### src/rtl/rsg_pkg.sv
package rsg_pkg;
  localparam int FIELD_W = 16;

  typedef enum logic {
    SRC_48K = 1'b0,
    SRC_44K = 1'b1
  } src_e;

  typedef struct packed {
    logic [FIELD_W-1:0] folded_mod;
    logic [FIELD_W-1:0] inc;
  } rate_word_t;
endpackage

### src/rtl/rsg_cfg.sv
module rsg_cfg
  import rsg_pkg::*;
#(
  parameter int W = FIELD_W
) (
  input  logic           clk_i,
  input  logic           rst_i,
  input  logic           src_wr_i,
  input  logic           src_data_i,
  input  logic           rate_wr_i,
  input  logic [2*W-1:0] rate_data_i,
  output src_e           src_o,
  output logic [W-1:0]   inc_o,
  output logic [W-1:0]   mod_o,
  output logic           en_o,
  output logic           clr_o
);
  src_e         src_q;
  logic [W-1:0] inc_q;
  logic [W-1:0] fold_q;

  always_ff @(posedge clk_i) begin
    if (rst_i) begin
      src_q  <= SRC_48K;
      inc_q  <= '0;
      fold_q <= '0;
    end else begin
      if (src_wr_i) src_q <= src_e'(src_data_i);
      if (rate_wr_i) begin
        inc_q  <= rate_data_i[W-1:0];
        fold_q <= rate_data_i[2*W-1:W];
      end
    end
  end

  // unfold modulus: inc - field - 1, wrapping at W bits
  always_comb begin
    mod_o = inc_q - fold_q - W'(1);
    inc_o = inc_q;
    src_o = src_q;
    en_o  = (mod_o != '0) && (mod_o >= inc_q);
    clr_o = src_wr_i | rate_wr_i;
  end
endmodule

### src/rtl/rsg_tick_sel.sv
module rsg_tick_sel
  import rsg_pkg::*;
(
  input  src_e src_i,
  input  logic tick_44k_i,
  input  logic tick_48k_i,
  output logic tick_o
);
  always_comb begin
    unique case (src_i)
      SRC_44K: tick_o = tick_44k_i;
      default: tick_o = tick_48k_i;
    endcase
  end
endmodule

### src/rtl/rsg_accum.sv
module rsg_accum #(
  parameter int W = 16
) (
  input  logic         clk_i,
  input  logic         rst_i,
  input  logic         tick_i,
  input  logic         clr_i,
  input  logic         en_i,
  input  logic [W-1:0] inc_i,
  input  logic [W-1:0] mod_i,
  output logic         strobe_o
);
  localparam int SUM_W = W + 1;

  logic [W-1:0]     acc_q;
  logic             strobe_q;
  logic [SUM_W-1:0] sum;
  logic             hit;

  always_comb begin
    sum = {1'b0, acc_q} + {1'b0, inc_i};
    hit = sum >= {1'b0, mod_i};
  end

  always_ff @(posedge clk_i) begin
    if (rst_i) begin
      acc_q    <= '0;
      strobe_q <= 1'b0;
    end else if (clr_i) begin
      acc_q    <= '0;
      strobe_q <= 1'b0;
    end else if (tick_i && en_i) begin
      if (hit) begin
        acc_q    <= W'(sum - {1'b0, mod_i});
        strobe_q <= 1'b1;
      end else begin
        acc_q    <= W'(sum);
        strobe_q <= 1'b0;
      end
    end else begin
      strobe_q <= 1'b0;
    end
  end

  assign strobe_o = strobe_q;

  // a strobe only follows an accepted tick
  a_r5_strobe_after_tick: assert property (@(posedge clk_i) disable iff (rst_i)
    strobe_q |-> $past(tick_i && !clr_i));

  // no strobe when the previous cycle's setting was disabled
  a_r8_disabled_quiet: assert property (@(posedge clk_i) disable iff (rst_i)
    strobe_q |-> $past(en_i));

  // residue stays below the modulus while enabled
  a_r5_residue_bounded: assert property (@(posedge clk_i) disable iff (rst_i)
    en_i |-> (acc_q < mod_i));

  // a register write leaves the accumulator cleared
  a_r7_write_clears: assert property (@(posedge clk_i) disable iff (rst_i)
    $past(clr_i) |-> (acc_q == '0 && !strobe_q));
endmodule

### src/rtl/rate_strobe_gen.sv
module rate_strobe_gen
  import rsg_pkg::*;
#(
  parameter int W = FIELD_W
) (
  input  logic           clk_i,
  input  logic           rst_i,
  input  logic           tick_44k_i,
  input  logic           tick_48k_i,
  input  logic           src_wr_i,
  input  logic           src_data_i,
  input  logic           rate_wr_i,
  input  logic [2*W-1:0] rate_data_i,
  output logic           strobe_o
);
  src_e         src;
  logic [W-1:0] inc;
  logic [W-1:0] modv;
  logic         en;
  logic         clr;
  logic         tick;

  rsg_cfg #(.W(W)) u_cfg (
    .clk_i, .rst_i, .src_wr_i, .src_data_i, .rate_wr_i, .rate_data_i,
    .src_o(src), .inc_o(inc), .mod_o(modv), .en_o(en), .clr_o(clr)
  );

  rsg_tick_sel u_sel (
    .src_i(src), .tick_44k_i, .tick_48k_i, .tick_o(tick)
  );

  rsg_accum #(.W(W)) u_acc (
    .clk_i, .rst_i, .tick_i(tick), .clr_i(clr), .en_i(en),
    .inc_i(inc), .mod_i(modv), .strobe_o
  );

  // strobe low in the first cycle after reset
  a_r1_reset_quiet: assert property (@(posedge clk_i)
    $past(rst_i) |-> !strobe_o);
endmodule

### config.mk
export PLATFORM = sky130hd
export DESIGN_NAME = rate_strobe_gen
export DESIGN_NICKNAME = d
export VERILOG_FILES = /design/src/rtl/rsg_pkg.sv /design/src/rtl/rsg_cfg.sv /design/src/rtl/rsg_tick_sel.sv /design/src/rtl/rsg_accum.sv /design/src/rtl/rate_strobe_gen.sv
export SDC_FILE = /design/constraint.sdc
export NUM_CORES = 1
export LEC_CHECK = 0
export BUFFER_PORTS_ARGS = -buffer_cell sky130_fd_sc_hd__buf_4
export CAP_MARGIN = 20
export CELL_PAD_IN_SITES_DETAIL_PLACEMENT = 2
export CELL_PAD_IN_SITES_GLOBAL_PLACEMENT = 2
export CORE_MARGIN = 5
export CORE_UTILIZATION = 40
export CTS_CLUSTER_SIZE = 28
export DETAILED_ROUTE_END_ITERATION = 10
export PLACE_DENSITY = 0.91
export RECOVER_POWER = 100
export SYNTH_ARGS = -nofsm -noshare
export SYNTH_HDL_FRONTEND = slang
export SYNTH_SLANG_ARGS = --single-unit
### constraint.sdc
create_clock -name clk_i -period 7.3 [get_ports clk_i]
set_input_delay 0.365 -clock clk_i [delete_from_list [all_inputs] [get_ports clk_i]]
set_output_delay 0.365 -clock clk_i [all_outputs]
set_load 0.005 [all_outputs]
==> metrics.yaml, run 1 <==
outcome: "finished with violations"
violations: "max-capacitance violations, max-slew violations"
power_density_nw_per_um2: 223.3
synth_top_family_by_area: "compound AO/OA/AOI/OAI gates"
p_leak_nw: 2.539
drt-total-wl_um: 21720
cts_sinks: 50
cts_setup_buffers: 0
grt_max_degree: 36
slew_headroom: -0.7177
gp_congestion: 0.9069
htreeDepth: 2
antenna_cells: 0
grt_setup_unrepaired: "false"
gr-total-overflow: 0
crit_path_end: "u_acc.acc_q[6]"
synthMuxAreaShare: 0.08302
finalNetCount: 735
synth_compound_area_frac: 0.2797
place_area_um2: 5381
cts_buffers: 5
reg2reg_slack_ns: 0.99
cp-start-kind: "flip-flop"
final_cell_mix: "inv_1 (61), nor2_1 (61), ha_1 (61)"
num_rows: 40
grt_pass1_wl_um: 34190
n_fill_cell: 1368
fin_crit_sh: 0.8646
cpPeakStageDelay_ns: 0.72
syn-num-nets: 702
area_delta_synth_final_pct: 11.47
die_h_um: 121.2
netlist-cell-type-count: 76
antenna_found_initial: 0
cts_tree: "yes"
worstRegToRegCells: 18
synthCells: 599
min_path_type: "in2reg"
crit_chain: "ha_1, a211o_1, a21oi_1, o211ai_1, a311oi_1, o21ai_0, a211oi_1, nor2_1, inv_1, ha_1, o21ai_0, o21ai_0, inv_1, a41oi_1, nand3_1, nand2_1, mux2i_1, a211oi_1"
syn_area_um2: 4943
cts_root_buf: "clkbuf_16"
ir_drop_mv: 0.09615
cpMostUsedCell: "o21ai_0"
synth_edf_count: 0
synth.avg_cell_area_um2: 8.253
cap_violations: 1
hpwlAfterDp_um: 14550
synth_flop_cell: "dfxtp_1"
final_layout_size_suffix_gt1_frac: 0.1264
critPathCaptureType: "flip-flop"
synth-warning-count: 0
cts.path.max_buffers: 2
detail_route.iter0.violations: 368
cp-startpoint: "u_cfg.inc_o[1]"
worstPathRequired_ns: 7.47
setup_tns_ns: 0
core_um2: 12060
period_minus_slack_ns: 6.311
cts_resized: 0
initial_core_util: 0.4099
max_slew.worst_pin.slew_ns: 2.577
worst_ep_arrival_time_ns: 6.48
dr.pass1.iters: 5
ys_seq_area_frac: 0.2025
drtAntennaViolNets: 0
grt_usage: 0.3013
hold_viol_final: 0
criticalPathCategory: "reg2reg"
drt_drc_violations_left: 0
port_buffers: 39
timing.rr.start: "u_cfg.inc_o[1]"
synthXorXnorAreaFrac: 0.05492
setup_viol: 0
clk_pin_slew_worst_paths_ns: 0.07
die-area_um2: 14680
synth_simple_gate_area_frac: 0.1488
drt-wirelength-per-cell_um: 27.11
fmax_mhz: 158.4
grt_pass1_vias: 5885
skew_ns: 0.007867
slew_violations: 35
worst-path-max-fanout: 12
timing.rr.end: "u_acc.acc_q[6]"
synthAdderAreaFrac: 0.1686
clk_latency_ns: 0.31
num_vias: 5099
hold_buffers: 0
slowest_stage: "a211oi_1"
fp.dieW_um: 121.2
synth-seq-cells: 50
post_drt_via_cell_ratio: 6.366
ios: 40
synthArstFlopShare: 0
fin_area_um2: 5510
==> flip-flops by register name (all words and copies together) (netlist names) <==
| name | count |
|---|---|
| u_cfg.fold_q | 16 |
| u_acc.strobe_o | 1 |
| u_acc.acc_q | 16 |
| u_cfg.src_o | 1 |
| u_cfg.inc_o | 16 |
==> synthesized netlist by cell type (all sizes together), types with 2 or more instances <==
cell     count  share of area
nor3         8         0.0081
a21oi       52          0.059
nand2b       3         0.0038
nand3       14          0.014
nor2        63          0.050
nand4        2         0.0025
buf          5         0.0086
dfxtp       50           0.20
o31ai        6         0.0091
a21o        13          0.020
a41oi        2         0.0051
a31oi        7         0.0089
nor3b        2         0.0030
o31a         4         0.0073
a211oi      18          0.036
a2111o       2         0.0046
nor2b        6         0.0076
o2111ai      4         0.0071
o22ai        5         0.0076
xor2         7          0.012
o21ai       32          0.032
o21a         7          0.011
or3          2         0.0025
nand2       21          0.016
mux2i       41          0.083
and2         5         0.0063
xnor2       24          0.043
and3         8          0.011
nor4         2         0.0038
a311oi       6          0.012
or2          5         0.0063
o211a        5          0.012
o21bai       5         0.0076
inv         61          0.046
fa           3          0.012
o211ai       5         0.0086
a311o        2         0.0040
clkbuf      10         0.0076
ha          61           0.15
==> layer usage <==
layer / part of all wire / up-vias / track usage
li1: - / 2258 / -
met1: 0.40 / 2556 / 0.3470
met2: 0.51 / 216 / 0.5394
met3: 0.056 / 69 / 0.05548
met4: 0.040 / 0 / 0.1352
met5: 0 / - / 0
==> metrics by stage <==
step	std cells	hold WS (ns)	total power (W)	worst slack, ns	util
after floorplan	599	0.4506	0.0007196	3.221	-
after global placement	793	0.4643	0.0008338	2.442	0.4462
after detailed placement	793	0.4813	0.0008854	1.901	0.4462
after CTS	801	0.3035	0.001219	1.467	0.4600
after global routing	801	0.3200	0.001286	0.7685	0.4568
final	801	0.3060	0.001231	0.9887	0.4568
==> cell type report <==
type / instances / area (um2) / share of cell area
Clock buffer: 6 / 128.9 / 0.02339
Sequential cell: 50 / 1001 / 0.1817
Tap cell: 168 / 210.2 / 0.03815
Multi-Input combinational cell: 473 / 3600 / 0.6533
Timing Repair Buffer: 41 / 304.0 / 0.05518
Clock inverter: 2 / 37.54 / 0.006812
Inverter: 61 / 229.0 / 0.04155
==> how the worst min path moves through the flow <==
stage / startpoint / to / cells past startpoint
floorplan: u_acc.acc_q[10] / u_acc.acc_q[10] / 2
global placement: u_acc.acc_q[10] / u_acc.acc_q[10] / 2
detailed placement: u_acc.acc_q[10] / u_acc.acc_q[10] / 2
CTS: rate_data_i[21] / u_cfg.fold_q[5] / 3
global route: rate_data_i[21] / u_cfg.fold_q[5] / 3
finish: rate_data_i[21] / u_cfg.fold_q[5] / 3
==> critical path, delay by kind of cell (launching register included) <==
kind / cells / cell delay [ns]
AOI/OAI and AO/OA: 10 / 3.62
adders and majority gates: 2 / 0.51
buffers and inverters: 2 / 0.27
DFF: 1 / 0.50
muxes: 1 / 0.23
and+or+nand+nor: 3 / 1.05
==> cells by family (layout without fill, tap and decap cells) <==
kind of cell	Yosys count	count (layout)
buf+inv	76	110
flops	50	50
mux	41	41
fa+ha+maj	65	65
compound gates	189	189
simple gates	147	147
xor+xnor	31	31
==> power breakdown <==
group / leakage, nW / internal [W] / switching, W
Clock: 0.0771 / 0.000163 / 0.000124
Sequential: 0.410 / 0.000287 / 0.0000191
Combinational: 2.05 / 0.000232 / 0.000406
Total: 2.54 / 0.000682 / 0.000549
No activity file was read; power rests on OpenSTA's default activity.
==> run 2: changes to the inputs <==
--- a/config.mk
+++ b/config.mk
@@ -6,14 +6,14 @@
 export NUM_CORES = 1
 export LEC_CHECK = 0
 export BUFFER_PORTS_ARGS = -buffer_cell sky130_fd_sc_hd__buf_4
-export CAP_MARGIN = 20
 export CELL_PAD_IN_SITES_DETAIL_PLACEMENT = 2
 export CELL_PAD_IN_SITES_GLOBAL_PLACEMENT = 2
 export CORE_MARGIN = 5
-export CORE_UTILIZATION = 40
+export CORE_UTILIZATION = 41
+export CTS_BUF_LIST = sky130_fd_sc_hd__clkbuf_8
 export CTS_CLUSTER_SIZE = 28
 export DETAILED_ROUTE_END_ITERATION = 10
-export PLACE_DENSITY = 0.91
+export PLACE_DENSITY = 0.92
 export RECOVER_POWER = 100
 export SYNTH_ARGS = -nofsm -noshare
 export SYNTH_HDL_FRONTEND = slang
==> metrics.yaml, run 2 (synthesis gave the netlist of run 1 again) <==
worstPathRequired_ns: 7.51  # was 7.47 ns
grt_pass1_vias: 5942  # was 5,885
num_vias: 5169  # was 5,099
port_buffers: 39  # unchanged
cts_buffers: 5  # unchanged
cts_sinks: 50  # unchanged
ios: 40  # unchanged
post_drt_via_cell_ratio: 6.627  # was 6.366
min_path_type: "in2reg"  # unchanged
cap_violations: 1  # unchanged
fp.dieW_um: 119.8  # was 121.2 um
worst_ep_arrival_time_ns: 6.35  # was 6.48 ns
cts_setup_buffers: 0  # unchanged
whs_ns: 0.2802  # was 0.3060 ns
gp_congestion: 0.9135  # was 0.9069
drt-wirelength-per-cell_um: 28.80  # was 27.11 um
clk_latency_ns: 0.33  # was 0.31 ns
critPathCaptureType: "flip-flop"  # unchanged
skew_ns: 0.006229  # was 0.007867 ns
max_slew.worst_pin.slew_ns: 2.409  # was 2.577 ns
power_density_nw_per_um2: 216.9  # was 223.3 nW/um2
p_leak_nw: 2.514  # was 2.539 nW
cpMostUsedCell: "o21ai_0"  # unchanged
violations: "max-capacitance violations, max-slew violations"  # unchanged
detail_route.iter0.violations: 311  # was 368
drt-total-wl_um: 22470  # was 21,720 um
grt_setup_unrepaired: "false"  # unchanged
die_h_um: 119.8  # was 121.2 um
gr-total-overflow: 0  # unchanged
fin_area_um2: 5415  # was 5510 um2
crit_family: "compound AO/OA/AOI/OAI gates"  # unchanged
cts_tree: "yes"  # unchanged
final_layout_size_suffix_gt1_frac: 0.1232  # was 0.1264
cp-start-kind: "flip-flop"  # unchanged
antenna_found_initial: 0  # unchanged
power.total_w: 0.001175  # was 0.001231 W
fin_crit_sh: 0.8415  # was 0.8646
grt_usage: 0.3147  # was 0.3013
setup_tns_ns: 0  # unchanged
worst-path-max-fanout: 12  # unchanged
drtAntennaViolNets: 0  # unchanged
initial_core_util: 0.4150  # was 0.4099
hpwlAfterDp_um: 15390  # was 14,550 um
cts_resized: 0  # unchanged
fmax_mhz: 162.8  # was 158.4 MHz
setup_viol: 0  # unchanged
grt_max_degree: 36  # unchanged
die-area_um2: 14350  # was 14,680 um2
htreeDepth: 2  # unchanged
slew_violations: 35  # unchanged
finalNetCount: 735  # unchanged
antenna_cells: 0  # unchanged
final_cell_mix: "inv_1 (62), nor2_1 (62), ha_1 (61)"  # was inv_1 (61), nor2_1 (61), ha_1 (61)
area_delta_synth_final_pct: 9.542  # was 11.47%
criticalPathCategory: "reg2reg"  # unchanged
outcome: "finished with violations"  # unchanged
core_um2: 11910  # was 12,060 um2
slew_headroom: -0.6062  # was -0.7177
drt_drc_violations_left: 0  # unchanged
cts.path.max_buffers: 2  # unchanged
critPathBufInv: 2  # unchanged
place_area_um2: 5355  # was 5381 um2
clk_pin_slew_worst_paths_ns: 0.10  # was 0.07 ns
crit_chain: "ha_1, a211o_1, a21oi_1, o211ai_1, a311oi_1, o21ai_0, a211oi_1, nor2_1, inv_1, ha_1, o21ai_0, o21ai_0, inv_1, a41oi_1, nand3_1, nand2_1, mux2i_1, a211oi_1"  # unchanged
num_rows: 40  # unchanged
cts_root_buf: "clkbuf_8"  # was clkbuf_16
hold_buffers: 0  # unchanged
hold_viol_final: 0  # unchanged
ir_drop_mv: 0.09590  # was 0.09615 mV
grt_pass1_wl_um: 34970  # was 34,190 um
dr.pass1.iters: 4  # was 5
slowest_stage: "a211oi_1"  # unchanged
period_minus_slack_ns: 6.143  # was 6.311 ns
cpPeakStageDelay_ns: 0.70  # was 0.72 ns
run 2: cell count changes in the layout (fill, tap and decap cells not counted):
cell / before / now
clkbuf_16: 5 / 0
clkbuf_8: 0 / 5
a211oi_1: 12 / 13
a211oi_2: 6 / 5
clkbuf_1: 2 / 1
inv_1: 61 / 62
nor2_1: 61 / 62
nor2_4: 1 / 0
run 2: worst min-delay path: cells and delay by family:
kind | cells | cell delay (ns)
buffers and inverters | 1 | 0.08
muxes | 1 | 0.06
and+or+nand+nor | 1 | 0.08
run 2: layout make-up:
type                    instances  area [um2]
inverters                      61       229.0
well taps                     147       183.9
fillers                      1344        6496
multi-input cells             473        3587
repair buffers                 41       304.0
clock inverters                 3       41.29
clock buffers                   5       68.82
flip-flops and latches         50        1001
run 2: path summary, 6_finish.rpt:
path / start / end / slack [ns] / depth (start not counted)
worst max-delay path: u_cfg.inc_o[1] / u_acc.acc_q[8] / 1.16 / 18
worst min-delay path: rate_data_i[26] / u_cfg.fold_q[10] / 0.28 / 3
worst max register to register: u_cfg.inc_o[1] / u_acc.acc_q[8] / 1.16 / 18
worst min register to register: u_acc.acc_q[10] / u_acc.acc_q[10] / 0.51 / 2
run 2: routing by layer:
metal,routed length (um),global-route usage,part of all wire
met1,8750,0.3580,0.39
met2,11530,0.5770,0.51
met3,1090,0.04383,0.049
met4,1091,0.1482,0.049
met5,0,0,0
run 2: stage by stage:
step                      setup WS [ns]  cells    util
after floorplan                   3.221    599       -
after global placement            2.523    772  0.4496
after detailed placement          1.970    772  0.4496
after CTS                         1.569    780  0.4588
after global routing             0.8067    780  0.4546
final                             1.157    780  0.4546
run 2: report_power, final:
part           internal (W)  switching, W  leakage, nW
logic              0.000232      0.000425         2.05
registers          0.000287     0.0000190        0.410
clock network      0.000101      0.000110       0.0556
==> run 3: changes to the inputs <==
--- a/config.mk
+++ b/config.mk
@@ -9,11 +9,11 @@
 export CELL_PAD_IN_SITES_DETAIL_PLACEMENT = 2
 export CELL_PAD_IN_SITES_GLOBAL_PLACEMENT = 2
 export CORE_MARGIN = 5
-export CORE_UTILIZATION = 41
+export CORE_UTILIZATION = 38
 export CTS_BUF_LIST = sky130_fd_sc_hd__clkbuf_8
 export CTS_CLUSTER_SIZE = 28
 export DETAILED_ROUTE_END_ITERATION = 10
-export PLACE_DENSITY = 0.92
+export PLACE_DENSITY = 0.87
 export RECOVER_POWER = 100
 export SYNTH_ARGS = -nofsm -noshare
 export SYNTH_HDL_FRONTEND = slang
==> constraint.sdc (replaced) <==
create_clock -name clk_i -period 6.3 [get_ports clk_i]
set_input_delay 0.315 -clock clk_i [delete_from_list [all_inputs] [get_ports clk_i]]
set_output_delay 0.315 -clock clk_i [all_outputs]
set_load 0.005 [all_outputs]
==> metrics.yaml, run 3 (synthesis gave the netlist of run 1 again) <==
cp-start-kind: "flip-flop"  # unchanged
drt_drc_violations_left: 0  # unchanged
detail_route.iter0.violations: 211  # was 311
violations: "max-capacitance violations, max-slew violations"  # unchanged
hold_buffers: 0  # unchanged
grt_pass1_wl_um: 28490  # was 34,970 um
cts_setup_buffers: 0  # unchanged
slew_violations: 35  # unchanged
power_frac_comb: 0.529  # was 0.559
n_fill_cell: 1469  # was 1,344
fp.dieW_um: 124.1  # was 119.8 um
drt-total-wl_um: 17490  # was 22,470 um
cts_buffers: 5  # unchanged
skew_ns: 0.005727  # was 0.006229 ns
fmax_mhz: 181.9  # was 162.8 MHz
worst-path-max-fanout: 12  # unchanged
final_layout_size_suffix_gt1_frac: 0.1264  # was 0.1232
cap_violations: 1  # unchanged
grt_setup_unrepaired: "false"  # unchanged
hold_viol_final: 0  # unchanged
cts_sinks: 50  # unchanged
setup_tns_ns: 0  # unchanged
criticalPathCategory: "reg2reg"  # unchanged
p_sw_w: 0.0005649  # was 0.0005538 W
place_inst: 797  # was 772
fin_crit_sh: 0.8726  # was 0.8415
port_buffers: 39  # unchanged
ir_drop_mv: 0.1372  # was 0.09590 mV
finalWorstSetupSlack_ns: 0.8025  # was 1.157 ns
finalNetCount: 735  # unchanged
die_h_um: 124.1  # was 119.8 um
cts.path.max_buffers: 2  # unchanged
whs_ns: 0.2177  # was 0.2802 ns
post_drt_via_cell_ratio: 5.886  # was 6.627
dr.pass1.iters: 4  # unchanged
htreeDepth: 2  # unchanged
core_um2: 12670  # was 11,910 um2
p_leak_nw: 2.516  # was 2.514 nW
num_vias: 4738  # was 5,169
clockPowerShare: 0.196  # was 0.180
p_int_w: 0.0007162  # was 0.0006210 W
area_delta_synth_final_pct: 10.50  # was 9.542%
pre_cts_ws_ns: 1.188  # was 1.970 ns
cts_tree: "yes"  # unchanged
drt-wirelength-per-cell_um: 21.72  # was 28.80 um
grt_usage: 0.2365  # was 0.3147
power_density_nw_per_um2: 234.5  # was 216.9 nW/um2
ios: 40  # unchanged
grt_max_degree: 36  # unchanged
clk_latency_ns: 0.33  # about the same
max_slew.worst_pin.slew_ns: 2.365  # was 2.409 ns
slew_headroom: -0.5767  # was -0.6062
p_seq_frac: 0.275  # was 0.261
worst_ep_arrival_time_ns: 5.73  # was 6.35 ns
drtAntennaViolNets: 0  # unchanged
die-area_um2: 15390  # was 14,350 um2
post-route-util: 0.4311  # was 0.4546
final_cell_mix: "inv_1 (61), nor2_1 (61), ha_1 (61)"  # was inv_1 (62), nor2_1 (62), ha_1 (61)
clk_pin_slew_worst_paths_ns: 0.11  # was 0.10 ns
multiInputGateArea_um2: 3605  # was 3587 um2
period_minus_slack_ns: 5.497  # was 6.143 ns
antenna_cells: 0  # unchanged
num_rows: 41  # was 40
worstPathRequired_ns: 6.53  # was 7.51 ns
hpwlAfterDp_um: 13950  # was 15,390 um
switching_share: 0.4410  # was 0.4714
grt_pass1_vias: 5363  # was 5,942
min_path_type: "in2reg"  # unchanged
layout.cells.non_filler: 805  # was 780
gr-total-overflow: 0  # unchanged
outcome: "finished with violations"  # unchanged
antenna_found_initial: 0  # unchanged
gp_congestion: 0.9080  # was 0.9135
cts_root_buf: "clkbuf_8"  # unchanged
cts_resized: 0  # unchanged
initial_core_util: 0.3901  # was 0.4150
critPathCaptureType: "flip-flop"  # unchanged
ff_latch_area_um2: 1001  # unchanged
setup_viol: 0  # unchanged
[run 3: critical path, stage by stage (launching register included)]
cell and delay (ns):
dfxtp_1 0.50, ha_1 0.31, a211o_1 0.31, a21oi_1 0.21, o211ai_1 0.15, a311oi_1 0.61
o21ai_0 0.18, a211oi_1 0.63, nor2_1 0.17, inv_1 0.10, ha_1 0.18, o21ai_0 0.10
o21ai_0 0.34, inv_1 0.08, a41oi_1 0.30, nand3_1 0.24, nand2_1 0.51, o21ai_0 0.16
a211oi_1 0.31
[run 3: cell type report]
| type | count | share of cell area |
|---|---|---|
| clock buffers | 5 | 0.01260 |
| clock inverters | 3 | 0.008016 |
| inverters | 61 | 0.04191 |
| multi-input cells | 473 | 0.6599 |
| flip-flops and latches | 50 | 0.1832 |
| well taps | 172 | 0.03940 |
| repair buffers | 41 | 0.05497 |
[run 3: worst paths after layout]
kind	from	to	slack [ns]	depth (start not counted)
max reg2reg	u_cfg.inc_o[1]	u_acc.acc_q[5]	0.80	18
min reg2reg	u_cfg.fold_q[14]	u_cfg.fold_q[14]	0.51	2
min	rate_data_i[18]	u_cfg.fold_q[2]	0.22	3
max	u_cfg.inc_o[1]	u_acc.acc_q[5]	0.80	18
[run 3: routing by layer]
metal / routed length [um] / track usage
met5: 0 / 0
met3: 536 / 0.02589
met4: 420 / 0.07392
met2: 8860 / 0.4284
met1: 7670 / 0.2924
[run 3: power groups by stage]
stage | clock, W | combinational [W] | sequential (W)
after floorplan | 0 | 0.000484 | 0.000350
after global placement | 0 | 0.000609 | 0.000357
after detailed placement | 0 | 0.000659 | 0.000359
after CTS | 0.000259 | 0.000677 | 0.000352
after global routing | 0.000268 | 0.000742 | 0.000355
final | 0.000251 | 0.000677 | 0.000353
[run 3: stage by stage]
stage / area, um2 / power [W]
2_1_floorplan: 4943 / 0.0008339
3_3_place_gp: 5386 / 0.0009660
3_5_place_dp: 5386 / 0.001018
4_1_cts: 5499 / 0.001289
5_1_grt: 5463 / 0.001365
6_report: 5463 / 0.001281
